===== config.mk =====
export PLATFORM = sky130hd
export DESIGN_NAME = rst_hub_ctrl
export DESIGN_NICKNAME = d
export VERILOG_FILES = /design/src/rtl/rst_hub_pkg.sv /design/src/rtl/rst_pin_filt.sv /design/src/rtl/rst_wdt_arm.sv /design/src/rtl/rst_cause_reg.sv /design/src/rtl/rst_vec_seq.sv /design/src/rtl/rst_hub_ctrl.sv
export SDC_FILE = /design/constraint.sdc
export NUM_CORES = 1
export LEC_CHECK = 0
export ABC_AREA = 1
export BUFFER_PORTS_ARGS = -buffer_cell sky130_fd_sc_hd__buf_2
export CAP_MARGIN = 15
export CORE_AREA = 2 2 59 88
export DETAILED_ROUTE_END_ITERATION = 7
export DIE_AREA = 0 0 61 90
export PLACE_DENSITY = 0.84
export SKIP_CTS_REPAIR_TIMING = 1
export SLEW_MARGIN = 10
export SYNTH_ARGS = -nofsm -noshare
export SYNTH_HDL_FRONTEND = slang
export SYNTH_SLANG_ARGS = --single-unit

===== constraint.sdc =====
create_clock -name clk -period 1.5 [get_ports clk]
set_input_delay 0.225 -clock clk [delete_from_list [all_inputs] [get_ports clk]]
set_output_delay 0.225 -clock clk [all_outputs]
set_load 0.02 [all_outputs]

===== src/rtl/rst_hub_pkg.sv =====
package rst_hub_pkg;
  typedef enum logic [2:0] {
    ST_HOLD,
    ST_SP_LO,
    ST_SP_HI,
    ST_PC_LO,
    ST_PC_HI,
    ST_RUN
  } seq_st_t;

  localparam int SRC_N   = 5;
  localparam int SRC_PIN = 0;
  localparam int SRC_POR = 1;
  localparam int SRC_OSC = 2;
  localparam int SRC_WDT = 3;
  localparam int SRC_BRK = 4;
endpackage


===== src/rtl/rst_pin_filt.sv =====
module rst_pin_filt #(
  parameter int MIN_LOW = 2
) (
  input  logic clk,
  input  logic rst,
  input  logic pin_n,
  output logic req
);
  localparam int CW = $clog2(MIN_LOW + 1);
  localparam logic [CW-1:0] CNT_MAX = CW'(MIN_LOW);
  localparam logic [CW-1:0] CNT_THR = CW'(MIN_LOW - 1);

  logic s1, s2;
  logic [CW-1:0] cnt;

  always_ff @(posedge clk) begin
    if (rst) begin
      s1  <= 1'b1;
      s2  <= 1'b1;
      cnt <= '0;
      req <= 1'b0;
    end else begin
      s1 <= pin_n;
      s2 <= s1;
      if (s2) cnt <= '0;
      else if (cnt != CNT_MAX) cnt <= cnt + 1'b1;
      req <= !s2 && (cnt >= CNT_THR);
    end
  end

  generate
    if (MIN_LOW >= 2) begin : g_chk
      AST_PIN_MIN_LOW: assert property (@(posedge clk) disable iff (rst)
        $rose(req) |-> (!$past(s2) && !$past(s2, 2)));
    end
  endgenerate
endmodule


===== src/rtl/rst_wdt_arm.sv =====
module rst_wdt_arm (
  input  logic clk,
  input  logic rst,
  input  logic clr_hw,
  input  logic ovf,
  input  logic sw_clr,
  output logic pend,
  output logic fire
);
  always_ff @(posedge clk) begin
    if (rst || clr_hw) begin
      pend <= 1'b0;
      fire <= 1'b0;
    end else begin
      fire <= ovf && pend && !sw_clr;
      if (sw_clr) pend <= 1'b0;
      else if (ovf && pend) pend <= 1'b0;
      else if (ovf) pend <= 1'b1;
    end
  end

  AST_WDT_TWO_STEP: assert property (@(posedge clk) disable iff (rst)
    fire |-> $past(pend));
endmodule


===== src/rtl/rst_cause_reg.sv =====
module rst_cause_reg
  import rst_hub_pkg::*;
(
  input  logic             clk,
  input  logic             rst,
  input  logic [SRC_N-1:0] set,
  input  logic [SRC_N-1:0] clr,
  output logic [SRC_N-1:0] cause
);
  localparam logic [SRC_N-1:0] POR_ONLY = SRC_N'(1) << SRC_POR;

  always_ff @(posedge clk) begin
    if (rst) cause <= POR_ONLY;
    else     cause <= (cause & ~clr) | set;
  end

  AST_CAUSE_STICKY: assert property (@(posedge clk) disable iff (rst)
    ((~cause & $past(cause)) != '0) |-> ((~cause & $past(cause) & ~$past(clr)) == '0));
endmodule


===== src/rtl/rst_vec_seq.sv =====
module rst_vec_seq
  import rst_hub_pkg::*;
#(
  parameter int ADDR_W      = 16,
  parameter int DATA_W      = 8,
  parameter int ILVL_W      = 2,
  parameter int BRK_ALT_MAX = 1,
  parameter int SP_VEC      = 0,
  parameter int PC_VEC      = 2,
  parameter int PC_BRK_VEC  = 4
) (
  input  logic                clk,
  input  logic                rst,
  input  logic                hw_req,
  input  logic                brk_req,
  input  logic [ILVL_W-1:0]   brk_ilvl,
  input  logic [DATA_W-1:0]   rdata,
  output logic                cpu_rst,
  output logic                sfr_rst,
  output logic                pwr_rst,
  output logic                mem_re,
  output logic [ADDR_W-1:0]   mem_addr,
  output logic [2*DATA_W-1:0] sp,
  output logic [2*DATA_W-1:0] pc
);
  localparam logic [ILVL_W-1:0] ALT_LVL = ILVL_W'(BRK_ALT_MAX);
  localparam logic [ADDR_W-1:0] A_SP  = ADDR_W'(SP_VEC);
  localparam logic [ADDR_W-1:0] A_PC  = ADDR_W'(PC_VEC);
  localparam logic [ADDR_W-1:0] A_BRK = ADDR_W'(PC_BRK_VEC);

  seq_st_t state, nxt, cap;
  logic    cap_v, alt, any_req;

  assign any_req = hw_req || brk_req;

  function automatic logic is_read(input seq_st_t s);
    return (s == ST_SP_LO) || (s == ST_SP_HI) || (s == ST_PC_LO) || (s == ST_PC_HI);
  endfunction

  function automatic logic [ADDR_W-1:0] addr_of(input seq_st_t s, input logic a);
    logic [ADDR_W-1:0] pcb;
    pcb = a ? A_BRK : A_PC;
    case (s)
      ST_SP_LO: return A_SP;
      ST_SP_HI: return A_SP + 1'b1;
      ST_PC_LO: return pcb;
      ST_PC_HI: return pcb + 1'b1;
      default:  return A_SP;
    endcase
  endfunction

  always_comb begin
    nxt = state;
    if (any_req) nxt = ST_HOLD;
    else begin
      case (state)
        ST_HOLD:  nxt = ST_SP_LO;
        ST_SP_LO: nxt = ST_SP_HI;
        ST_SP_HI: nxt = ST_PC_LO;
        ST_PC_LO: nxt = ST_PC_HI;
        ST_PC_HI: nxt = ST_RUN;
        default:  nxt = ST_RUN;
      endcase
    end
  end

  always_ff @(posedge clk) begin
    if (rst) begin
      state    <= ST_HOLD;
      cpu_rst  <= 1'b1;
      sfr_rst  <= 1'b1;
      pwr_rst  <= 1'b1;
      alt      <= 1'b0;
      cap      <= ST_HOLD;
      cap_v    <= 1'b0;
      sp       <= '0;
      pc       <= '0;
      mem_re   <= 1'b0;
      mem_addr <= '0;
    end else begin
      state    <= nxt;
      cpu_rst  <= (state != ST_RUN) || any_req;
      sfr_rst  <= hw_req;
      pwr_rst  <= hw_req;
      mem_re   <= is_read(nxt);
      mem_addr <= addr_of(nxt, alt);
      if (any_req) begin
        alt   <= !hw_req && (brk_ilvl <= ALT_LVL);
        sp    <= '0;
        pc    <= '0;
        cap_v <= 1'b0;
      end else begin
        cap_v <= is_read(state);
        cap   <= state;
        if (cap_v) begin
          case (cap)
            ST_SP_LO: sp[DATA_W-1:0]        <= rdata;
            ST_SP_HI: sp[2*DATA_W-1:DATA_W] <= rdata;
            ST_PC_LO: pc[DATA_W-1:0]        <= rdata;
            ST_PC_HI: pc[2*DATA_W-1:DATA_W] <= rdata;
            default: ;
          endcase
        end
      end
    end
  end

  AST_BRK_CPU_ONLY: assert property (@(posedge clk) disable iff (rst)
    (brk_req && !hw_req) |=> (cpu_rst && !sfr_rst && !pwr_rst));
  AST_HW_FULL: assert property (@(posedge clk) disable iff (rst)
    hw_req |=> (cpu_rst && sfr_rst && pwr_rst));
  AST_RELEASE_IN_RUN: assert property (@(posedge clk) disable iff (rst)
    $fell(cpu_rst) |-> (state == ST_RUN));
  AST_FETCH_ORDER: assert property (@(posedge clk) disable iff (rst)
    (state == ST_PC_LO) |-> ($past(state) == ST_SP_HI));
  AST_VEC_WINDOW: assert property (@(posedge clk) disable iff (rst)
    mem_re |-> (mem_addr == A_SP || mem_addr == A_SP + 1'b1 || mem_addr == A_PC ||
                mem_addr == A_PC + 1'b1 || mem_addr == A_BRK || mem_addr == A_BRK + 1'b1));
endmodule


===== src/rtl/rst_hub_ctrl.sv =====
module rst_hub_ctrl
  import rst_hub_pkg::*;
#(
  parameter int ADDR_W      = 16,
  parameter int DATA_W      = 8,
  parameter int ILVL_W      = 2,
  parameter int PIN_MIN_LOW = 2,
  parameter int BRK_ALT_MAX = 1,
  parameter int SP_VEC      = 0,
  parameter int PC_VEC      = 2,
  parameter int PC_BRK_VEC  = 4
) (
  input  logic                clk,
  input  logic                por_pulse,
  input  logic                ext_rst_n,
  input  logic                osc_stop,
  input  logic                wdt_ovf,
  input  logic                wdt_pend_clr,
  input  logic                brk_req,
  input  logic [ILVL_W-1:0]   brk_ilvl,
  input  logic [SRC_N-1:0]    cause_clr,
  input  logic [DATA_W-1:0]   mem_rdata,
  output logic                cpu_rst,
  output logic                sfr_rst,
  output logic                pwr_rst,
  output logic                mem_re,
  output logic [ADDR_W-1:0]   mem_addr,
  output logic [2*DATA_W-1:0] sp_q,
  output logic [2*DATA_W-1:0] pc_q,
  output logic [SRC_N-1:0]    cause_q,
  output logic                wdt_pending
);
  logic pin_req, wdt_fire, hw_req;
  logic [SRC_N-1:0] cause_set;

  rst_pin_filt #(.MIN_LOW(PIN_MIN_LOW)) u_pin (
    .clk(clk), .rst(por_pulse), .pin_n(ext_rst_n), .req(pin_req)
  );

  rst_wdt_arm u_wdt (
    .clk(clk), .rst(por_pulse), .clr_hw(sfr_rst), .ovf(wdt_ovf),
    .sw_clr(wdt_pend_clr), .pend(wdt_pending), .fire(wdt_fire)
  );

  assign hw_req = pin_req || osc_stop || wdt_fire;

  always_comb begin
    cause_set          = '0;
    cause_set[SRC_PIN] = pin_req;
    cause_set[SRC_OSC] = osc_stop;
    cause_set[SRC_WDT] = wdt_fire;
    cause_set[SRC_BRK] = brk_req;
  end

  rst_cause_reg u_cause (
    .clk(clk), .rst(por_pulse), .set(cause_set), .clr(cause_clr), .cause(cause_q)
  );

  rst_vec_seq #(
    .ADDR_W(ADDR_W), .DATA_W(DATA_W), .ILVL_W(ILVL_W), .BRK_ALT_MAX(BRK_ALT_MAX),
    .SP_VEC(SP_VEC), .PC_VEC(PC_VEC), .PC_BRK_VEC(PC_BRK_VEC)
  ) u_seq (
    .clk(clk), .rst(por_pulse), .hw_req(hw_req), .brk_req(brk_req),
    .brk_ilvl(brk_ilvl), .rdata(mem_rdata), .cpu_rst(cpu_rst), .sfr_rst(sfr_rst),
    .pwr_rst(pwr_rst), .mem_re(mem_re), .mem_addr(mem_addr), .sp(sp_q), .pc(pc_q)
  );

  AST_NO_DOUBLE_FIRE: assert property (@(posedge clk) disable iff (por_pulse)
    wdt_fire |=> !wdt_pending);
endmodule


==> results by group <==
Run status
  • Status: finished, final reports clean

Route
  • Residual DRC: 0
  • Drt first pass iters: 5
  • Routed wire length: 4.578 mm
  • Via Count: 1968
  • DRT iter0 DRCs: 145
  • Vias per Instance: 4.824
  • Wire per inst: 11.22 microns
  • ANT nets after route: 0

Clock network
  • Clock sink count: 58
  • CTS root buf: clkbuf_8
  • H-tree Lvls: 3
  • CTS tree: built
  • Clock latency on the worst-skew pair: 0.33 ns
  • Worst-path clk slew: 0.07 ns
  • Clock Tree Buf Depth: 2
  • Inserted Clock Buffers: 9

Layout
  • Most frequent cells in the layout: buf_2 (65), dfxtp_1 (58), nand2_1 (51), a21oi_1 (43), nand3_1 (34)
  • P&R area growth vs syn: 26.29%
  • Final net count: 361
  • Footprint of the multi-input gates: 842.1 sq um
  • Filler cells: 425
  • Fraction of layout cells with a size suffix above 1: 28.07%
  • Post-Route Utilization: 57.96%
  • Register area: 1161 sq um
  • Diode count: 0
  • Commonest non-fill, non-tap cell in the layout: buf_2

Place
  • DP Worst Slack: 0.2204 ns
  • Number of port buffers: 65
  • DPL Wire Length: 3.317 mm
  • Final Wtd Congestion: 0.7883

Synthesis
  • Syn avg cell area: 8.232 sq um
  • Primary FF master, synth: dfxtp_1
  • Netlist cell types: 23
  • Top cells by area, synth: dfxtp_1 (53%), a21oi_1 (9.8%), nand2_1 (8.7%)
  • Async SR Flop Fraction: 0%
  • Synth area leader: dfxtp_1
  • Cells after synthesis: 266
  • Yosys warns: 0
  • Yosys top cell area share: 53.03%
  • Sequential share of the synthesized area: 53.03%
  • Post-Syn Area: 2190 sq um
  • Register bit total from synthesis: 58
  • Number of flops mapped to enable cells by yosys: 0

Min path
  • Cell depth of the worst hold path: 2
  • Worst min path class: input pin to flop

STA
  • Count of final setup violators: 0
  • Max Clock Freq: 795.7 MHz
  • Skew final: 0.008425 ns
  • Final Hold Fails: 0
  • Post-route setup TNS: 0 ns
  • Max-slew violation count: 0
  • Minimum clock period: 1.257 ns
  • Tcrit/Tclk final: 83.78%
  • RSZ-0062 raised after global routing: no
  • Worst setup margin: 0.2433 ns

GRT
  • Grt ovf: 0
  • Initial antenna violation count: 0
  • Largest net degree at the start of global routing: 39
  • GRT Total Usage: 17.99%
  • First-pass GRT wire length: 7.521 mm
  • Number of global-route vias before repair: 1771

Setup path
  • Kind of critical path: flop to flop
  • R2R depth: 5
  • CP arrival: 1.47 ns
  • CP max FO: 9
  • Type of origin of the critical path: flop
  • CP Capture Type: flop
  • CP required: 1.71 ns

Die
  • Die Span X: 61 microns
  • Die Y: 90 microns
  • Initial Util: 45.90%
  • Core ar.: 4771 sq um
  • Core Rows: 31
  • I/O pin count: 80
  • Die ar.: 5490 sq um

Pwr
  • Worst vdd ir: 650.5 uV
  • Pwr per Cell Area: 1242 nW/um^2
  • Leak Pwr: 1.179 nW

Flow run
  • Max-cap violations: 0
==> area by class of cell <==
class,count,area share [%]
inverters,19,2.579
clock buffers,10,4.615
multi-input cells,179,30.45
clock inverters,6,3.801
well taps,66,2.986
repair buffers,70,13.57
flip-flops and latches,58,41.99
==> cell usage after synthesis, types with 2 or more instances <==
cell type,number
nor2_1,15
nor2_2,4
or2_2,5
nand3_1,34
clkbuf_1,2
ha_1,2
nor3_1,2
dfxtp_1,58
inv_1,18
buf_6,2
buf_2,2
nand2_1,51
a21oi_1,43
nand4_1,3
o21ai_0,2
buf_4,16
==> final timing paths <==
path	slack, ns	endpoint	from
worst max-delay path	0.24	u_seq.pc[9]	u_seq.cap[2]
worst min-delay path	0.08	u_pin.s1	ext_rst_n
worst max register to register	0.24	u_seq.pc[9]	u_seq.cap[2]
worst min register to register	0.41	u_pin.s2	u_pin.s1
==> worst max-delay path, stage by stage, from the launching register on <==
cell	delay (ns)
dfxtp_1	0.43
inv_1	0.08
nor2_2	0.30
nand2_2	0.18
nand2_1	0.09
a21oi_1	0.06
==> registers in the layout, summed over array words and instances (netlist names), 2 cells and up <==
register / flops
u_seq.mem_addr: 3
u_seq.cap: 3
u_pin.cnt: 2
u_cause.cause: 5
u_seq.sp: 16
u_seq.pc: 16
u_seq.state: 3
==> where the power goes <==
part           internal [mW]  switching, mW  leakage, nW
Clock                   1.09          0.603        0.120
Combinational         0.0494          0.119        0.590
Sequential              1.56         0.0102        0.470
Total                   2.70          0.732         1.18
==> layer usage <==
metal / GRT usage (%) / part of all wire (%)
met5: 0 / 0
met4: 9.964 / 2.8
met3: 4.604 / 7.7
met2: 29.12 / 51
met1: 20.67 / 39
==> kinds of logic (layout without fill, tap and decap cells) <==
kind of cell / Yosys count / count (layout) / share of synthesized area (%)
compound gates: 46 / 46 / 10.63
fa+ha+maj: 2 / 2 / 1.143
buf+inv: 41 / 105 / 10.57
flops: 58 / 58 / 53.03
other cells: 1 / 13 / 0.1713
simple gates: 118 / 118 / 24.46
==> per-stage QoR <==
stage	hold WS [ns]	instance area (sq um)	total power [mW]	cells
final	0.07995	2765	3.433	408
after global routing	0.08370	2765	3.547	408
after CTS	0.06237	2765	3.461	408
after detailed placement	0.4021	2532	1.769	392
after global placement	0.3918	2532	1.766	392
after floorplan	0.3288	2235	1.733	278
No activity file was read; power rests on OpenSTA's default activity.
